<file path="config.mk">
export PLATFORM = sky130hd
export DESIGN_NAME = gpio_mask_port
export DESIGN_NICKNAME = d
export VERILOG_FILES = /design/src/rtl/gpio_pkg.sv /design/src/rtl/gpio_ctrl.sv /design/src/rtl/gpio_datapath.sv /design/src/rtl/gpio_mask_port.sv
export SDC_FILE = /design/constraint.sdc
export NUM_CORES = 1
export LEC_CHECK = 0
export BUFFER_PORTS_ARGS = -buffer_cell sky130_fd_sc_hd__buf_2
export CAP_MARGIN = 20
export CORE_MARGIN = 4
export CORE_UTILIZATION = 37
export CTS_CLUSTER_DIAMETER = 150
export DETAILED_ROUTE_END_ITERATION = 10
export GPL_ROUTABILITY_DRIVEN = 0
export HOLD_SLACK_MARGIN = 0.15
export PLACE_DENSITY = 0.61
export SLEW_MARGIN = 20
export SYNTH_ARGS = -nofsm -noshare
export SYNTH_HDL_FRONTEND = slang
export SYNTH_SLANG_ARGS = --single-unit
</file>
<file path="constraint.sdc">
create_clock -name pclk -period 2.5 [get_ports pclk]
set_input_delay 0.125 -clock pclk [delete_from_list [all_inputs] [get_ports pclk]]
set_output_delay 0.125 -clock pclk [all_outputs]
set_load 0.01 [all_outputs]
</file>
<file path="src/rtl/gpio_pkg.sv">
package gpio_pkg;
  localparam int PINS   = 8;
  localparam int ADDR_W = 12;

  typedef struct packed {
    logic            dataWr;
    logic            dirWr;
    logic            dataRd;
    logic            dirRd;
    logic [PINS-1:0] mask;
  } gpio_strobe_t;
endpackage

</file>
<file path="src/rtl/gpio_ctrl.sv">
module gpio_ctrl
  import gpio_pkg::*;
#(
  parameter int NPINS = PINS,
  parameter int AW    = ADDR_W
) (
  input  logic         psel,
  input  logic         penable,
  input  logic         pwrite,
  input  logic [AW-1:0] paddr,
  output gpio_strobe_t st
);
  localparam int MASK_LSB = 2;
  localparam int MASK_MSB = NPINS + MASK_LSB - 1;
  localparam logic [AW-1:0] DIR_ADDR = AW'(1) << (NPINS + MASK_LSB);

  logic inWindow;
  logic atDir;
  logic access;

  // The data window is every address whose bits above the mask are zero.
  assign inWindow = (paddr[AW-1:MASK_MSB+1] == '0) && (paddr[MASK_LSB-1:0] == '0);
  assign atDir    = (paddr == DIR_ADDR);
  assign access   = psel && penable;

  always_comb begin
    st.dataWr = access && pwrite && inWindow;
    st.dirWr  = access && pwrite && atDir;
    st.dataRd = psel && !pwrite && inWindow;
    st.dirRd  = psel && !pwrite && atDir;
    st.mask   = paddr[MASK_MSB:MASK_LSB];
  end
endmodule

</file>
<file path="src/rtl/gpio_datapath.sv">
module gpio_datapath
  import gpio_pkg::*;
#(
  parameter int NPINS = PINS
) (
  input  logic             clk,
  input  logic             rstN,
  input  gpio_strobe_t     st,
  input  logic [NPINS-1:0] wdata,
  input  logic [NPINS-1:0] gpin,
  output logic [NPINS-1:0] prdata,
  output logic [NPINS-1:0] gpout,
  output logic [NPINS-1:0] gpoe
);
  logic [NPINS-1:0] dataReg;
  logic [NPINS-1:0] dirReg;
  logic [NPINS-1:0] syncA;
  logic [NPINS-1:0] syncB;
  logic [NPINS-1:0] pinView;

  always_ff @(posedge clk or negedge rstN) begin
    if (!rstN) begin
      dataReg <= '0;
      dirReg  <= '0;
      syncA   <= '0;
      syncB   <= '0;
    end else begin
      syncA <= gpin;
      syncB <= syncA;
      if (st.dataWr) dataReg <= (dataReg & ~st.mask) | (wdata & st.mask);
      if (st.dirWr)  dirReg  <= wdata;
    end
  end

  // Per-pin source selection: output pins show the stored bit, input pins the synced level.
  for (genvar i = 0; i < NPINS; i++) begin : g_pin
    assign pinView[i] = dirReg[i] ? dataReg[i] : syncB[i];
    assign gpout[i]   = dataReg[i] & dirReg[i];
  end

  assign gpoe = dirReg;

  always_comb begin
    if (st.dataRd)     prdata = pinView & st.mask;
    else if (st.dirRd) prdata = dirReg;
    else               prdata = '0;
  end

  p_masked_load_r2: assert property (@(posedge clk) disable iff (!rstN)
    st.dataWr |=> ((dataReg & $past(st.mask)) == ($past(wdata) & $past(st.mask))));

  p_unmasked_hold_r3: assert property (@(posedge clk) disable iff (!rstN)
    st.dataWr |=> ((dataReg & ~$past(st.mask)) == ($past(dataReg) & ~$past(st.mask))));

  p_idle_data_r10: assert property (@(posedge clk) disable iff (!rstN)
    !st.dataWr |=> $stable(dataReg));

  p_idle_dir_r7: assert property (@(posedge clk) disable iff (!rstN)
    !st.dirWr |=> $stable(dirReg));

  p_read_zero_r4: assert property (@(posedge clk) disable iff (!rstN)
    st.dataRd |-> ((prdata & ~st.mask) == '0));

  p_out_gated_r8: assert property (@(posedge clk) disable iff (!rstN)
    (gpout & ~gpoe) == '0);
endmodule

</file>
<file path="src/rtl/gpio_mask_port.sv">
module gpio_mask_port
  import gpio_pkg::*;
(
  input  logic              pclk,
  input  logic              presetn,
  input  logic              psel,
  input  logic              penable,
  input  logic              pwrite,
  input  logic [ADDR_W-1:0] paddr,
  input  logic [PINS-1:0]   pwdata,
  output logic [PINS-1:0]   prdata,
  input  logic [PINS-1:0]   gpin,
  output logic [PINS-1:0]   gpout,
  output logic [PINS-1:0]   gpoe
);
  gpio_strobe_t st;

  gpio_ctrl #(.NPINS(PINS), .AW(ADDR_W)) u_ctrl (
    .psel(psel), .penable(penable), .pwrite(pwrite), .paddr(paddr), .st(st)
  );

  gpio_datapath #(.NPINS(PINS)) u_dp (
    .clk(pclk), .rstN(presetn), .st(st), .wdata(pwdata), .gpin(gpin),
    .prdata(prdata), .gpout(gpout), .gpoe(gpoe)
  );
endmodule

</file>
Word level (Yosys, flattened, before mapping)
Cells that the tools add are included.

Bits in writable memories: 0. ROM bits: 0. Output and inout port bits: 24. Flip-flop bits (word level): 32. Memories: 0. Bits in latches: 0. Logic and storage cells: 39. Bits of input ports: 33.

Div/mod/pow operators: 0. Reduce and logical (&&, ||, !) cells: 11. Shift-type cells: 0. Muxes and demuxes: 10. Bitwise logic cells: 13. Add/sub/neg operators: 0. Multiply operators: 0. $lt $le $gt $ge: 0. Eq/ne operators: 1.

Operators by type and width (count): 8-bit AND (3); 8-bit 2-to-1 mux (2); 12-bit by 11-bit == test with 1-bit output (second input constant) (1); 1-bit AND (8); 1-bit logical AND (8); 1-bit 2-to-1 mux (8); 8-bit NOT (1); 8-bit OR (1); 2-bit zero test (2); 1-bit zero test (1).

Longest topological paths before layout
Depth after elaboration: 5. Depth in mapped cells: 4.

Cells and area by module
From an unflattened synthesis, not the netlist that was laid out.

Cell total of the unflattened synthesis: 107. Area, all modules: 1436.4 sq um.

By module, submodules not included: gpio_datapath (instances 1, area each 1297.5 sq um, sequential area each 800.8 sq um, cells an instance 87); gpio_ctrl (instances 1, area each 138.9 sq um, sequential area each 0.0 sq um, cells an instance 20).

Least setup slack after synthesis
No wires, ideal clock.

Path kind: in2out. Start point: in paddr[1]. End point: out prdata[0]. Arrival: 1264 ps. Required time: 2375 ps. Slack: 1111 ps. Cell stages on the path: 3. Path through: or4_4 nor3b_4 a32o_1.

Cells in the longest elaborated chain, start to end: 4. Elaborated cells between the ends (all ways): 7. Classes of those cells: eq/ne (1); mux (2); reduce/logical (4).

RTL lines: start, declared (line gpio_mask_port.sv:9) `input logic [ADDR_W-1:0] paddr,`; 12-bit by 11-bit == test with 1-bit output / 2-bit zero test (equally long branches) (line gpio_ctrl.sv:23, gpio_ctrl.sv:22); 1-bit logical AND, on equally long branches (line gpio_ctrl.sv:30, gpio_ctrl.sv:22); 8-bit 2-to-1 mux / 1-bit logical AND (equally long branches) (line gpio_datapath.sv:45, gpio_ctrl.sv:29); 8-bit 2-to-1 mux * (line gpio_datapath.sv:44) `if (st.dataRd) prdata = pinView & st.mask;`; end, declared (line gpio_mask_port.sv:11) `output logic [PINS-1:0] prdata,`.

Mark *: on every way between the ends. The rest lies on a longest branch, timed or not.

Final worst setup path
Start point: in paddr[1]. End point: out prdata[4].

The elaborated chain is that of the path after synthesis.

==> flow_summary.json <==
{
  "antenna_left": 0,
  "ios": 57,
  "timing.setup.tns_ns": 0,
  "critPathMaxFanout": 8,
  "synth_seq_area_share_pct": 58.5,
  "p_comb_share_pct": 8.5,
  "cts_max_level": 2,
  "arrival_ns": 1.63,
  "outcome": "finished, final reports clean",
  "antenna_found_initial": 0,
  "avgSynthCellArea_sq_um": 14.6,
  "ff2ff_path_depth": 1,
  "ys_top_cells_by_count": "dfrtp_1 (32), mux2_2 (16), nand2_1 (9)",
  "yosysWarnings": 0,
  "power_switching_mw": 0.241,
  "min-delay-start": "paddr[7]",
  "slew_viol_final": 0,
  "p_per_area_nw_per_um2": 568,
  "reg2reg_to": "u_dp.gpoe[2]$_DFFE_PN0P_",
  "drv_cap": 0,
  "layout-drive-gt1-share_pct": 53.4,
  "grt_start_max_net_pins": 33,
  "clockPowerShare_pct": 42.8,
  "dr.pass1.iters": 4,
  "p_sw_share_pct": 21.2,
  "holdPathStages": 3,
  "worstSkewPairLatency_ns": 0.29,
  "num_rows": 21,
  "grt_pass1_vias": 1145,
  "yosysMostFrequentCell": "dfrtp_1",
  "viasPerCell": 4.74,
  "rsz0062_at_grt": "no",
  "leakage_nw": 1.01,
  "cts.sinks": 32,
  "clkSlewWorstSetupHoldPaths_ns": 0.07,
  "synth_area_sq_um": 1370,
  "drt_iter0_drc": 20,
  "worst-slew-pin-transition_ns": 0.681,
  "reg2reg_from": "u_dp.gpoe[2]$_DFFE_PN0P_",
  "worstSetupEndpointType": "output port",
  "cts_resized": 0,
  "synth_top_area_share_pct": 58.5,
  "syn_inst": 94,
  "grt.overflow.total": 0,
  "drc": 0,
  "async_flop_share_pct": 100,
  "synthTopCellsByArea": "dfrtp_1 (59%), mux2_2 (13%), mux2_4 (8.8%), a32o_1 (5.9%), and2_1 (3.7%)",
  "nFillCells": 306,
  "wl_per_cell_um": 15.1,
  "fp.dieH_um": 68.8,
  "holdWs_ns": 0.208,
  "synth_cell_types": 15,
  "io_buffers": 56,
  "die-area_sq_um": 4740,
  "finalWorstSetupSlack_ns": 0.744,
  "start_util_pct": 39.8,
  "p_int_mw": 0.895,
  "fmax_mhz": 570,
  "maxSlewHeadroom_pct": 54.6,
  "cts_buffers": 5,
  "synth_fp_nets": 127,
  "finalCriticalPeriod_ns": 1.76,
  "grt_usage_pct": 16.2,
  "ys_ff_latch": 32,
  "cp-start-kind": "input port",
  "regToRegSetupSlack_ns": 1.69,
  "holdBufCountCts": 17,
  "nNetsFinal": 208,
  "hold_path.class": "in2reg",
  "period_share_pct": 70.2,
  "coreArea_sq_um": 3440,
  "grt_pass1_wl_um": 5330,
  "synth_edf_count": 0,
  "synth.largest_area_cell": "dfrtp_1",
  "num_antenna_cells": 0,
  "cts_buffer_depth": 2,
  "cts_tree": "yes",
  "path_class": "in2out",
  "post-cts-setup-buffers": 0,
  "ir_drop_mv": 0.399,
  "syn2layout_area_growth_pct": 46.2,
  "setup_viol": 0,
  "fin_skew_ns": 0.00510,
  "wirelength_um": 3360,
  "hold_viol_final": 0,
  "worstPathRequired_ns": 2.38,
  "num_vias": 1053,
  "p_seq_share_pct": 48.7,
  "die_w_um": 68.8,
  "cts_root_buffer": "clkbuf_8",
  "place_ws_ns": 0.555,
  "synth_flop_cell": "dfrtp_1"
}
## power groups by stage
| stage | clock network [mW] | registers [mW] | logic (mW) |
|---|---|---|---|
| floorplan | 0 | 0.558 | 0.0299 |
| global placement | 0 | 0.560 | 0.0747 |
| detailed placement | 0 | 0.563 | 0.0766 |
| CTS | 0.498 | 0.553 | 0.0972 |
| global route | 0.518 | 0.556 | 0.106 |
| finish | 0.486 | 0.553 | 0.0961 |
## layout by cell type (no fill, tap or decap), drive strengths merged
cell type	netlist	final
buf	0	57
dfrtp	32	32
mux2	24	24
dlygate4sd3	0	17
nand2	9	9
a32o	8	8
and2	8	8
clkbuf	0	5
nor3	4	4
nor2	3	3
nand4b	2	2
or4	1	1
nor3b	1	1
nand3b	1	1
nand3	1	1
clkinv	0	1
clkinvlp	0	1
bufinv	0	1
## logic make-up after synthesis
| logic type | count (synthesis) | share of synthesized area (%) |
|---|---|---|
| and+or+nand+nor | 30 | 13.7 |
| DFF | 32 | 58.5 |
| AOI/OAI and AO/OA | 8 | 5.85 |
| muxes | 24 | 21.9 |
## per-stage QoR
step	cells	utilization [%]	instance area (sq um)	power, mW
final	222	58.1	2000	1.14
after global routing	222	58.1	2000	1.18
after detailed placement	197	49.8	1710	0.639
after floorplan	94	-	1370	0.588
after CTS	222	58.0	2000	1.15
after global placement	197	49.8	1710	0.635
## worst max-delay path by stage
| stage | startpoint | to | slack [ns] | cells past startpoint |
|---|---|---|---|---|
| after floorplan | paddr[1] | prdata[0] | 1.11 | 3 |
| after global placement | paddr[1] | prdata[2] | 0.55 | 6 |
| final | paddr[1] | prdata[4] | 0.74 | 5 |
| after detailed placement | paddr[1] | prdata[0] | 0.56 | 6 |
| after CTS | paddr[1] | prdata[0] | 0.55 | 6 |
| after global routing | paddr[1] | prdata[0] | 0.66 | 5 |
## layout make-up
| cell class | instances | area [sq um] | share of cell area [%] |
|---|---|---|---|
| flip-flops and latches | 32 | 801 | 40.0 |
| clock inverters | 3 | 42.5 | 2.13 |
| clock buffers | 5 | 68.8 | 3.44 |
| well taps | 46 | 57.6 | 2.88 |
| repair buffers | 74 | 458 | 22.9 |
| multi-input cells | 62 | 573 | 28.6 |
## critical path, stage by stage
cell	delay [ns]
buf_2	0.10
or4_4	0.57
nor3b_4	0.43
a32o_1	0.26
buf_2	0.14
## metal layers
metal / track usage [%] / vias up / routed length, um
met4: 9.00 / 0 / 82
met2: 26.7 / 33 / 1720
li1: - / 508 / -
met5: 0 / - / 0
met3: 5.35 / 8 / 246
met1: 18.6 / 504 / 1310
No activity file was read; power rests on OpenSTA's default activity.
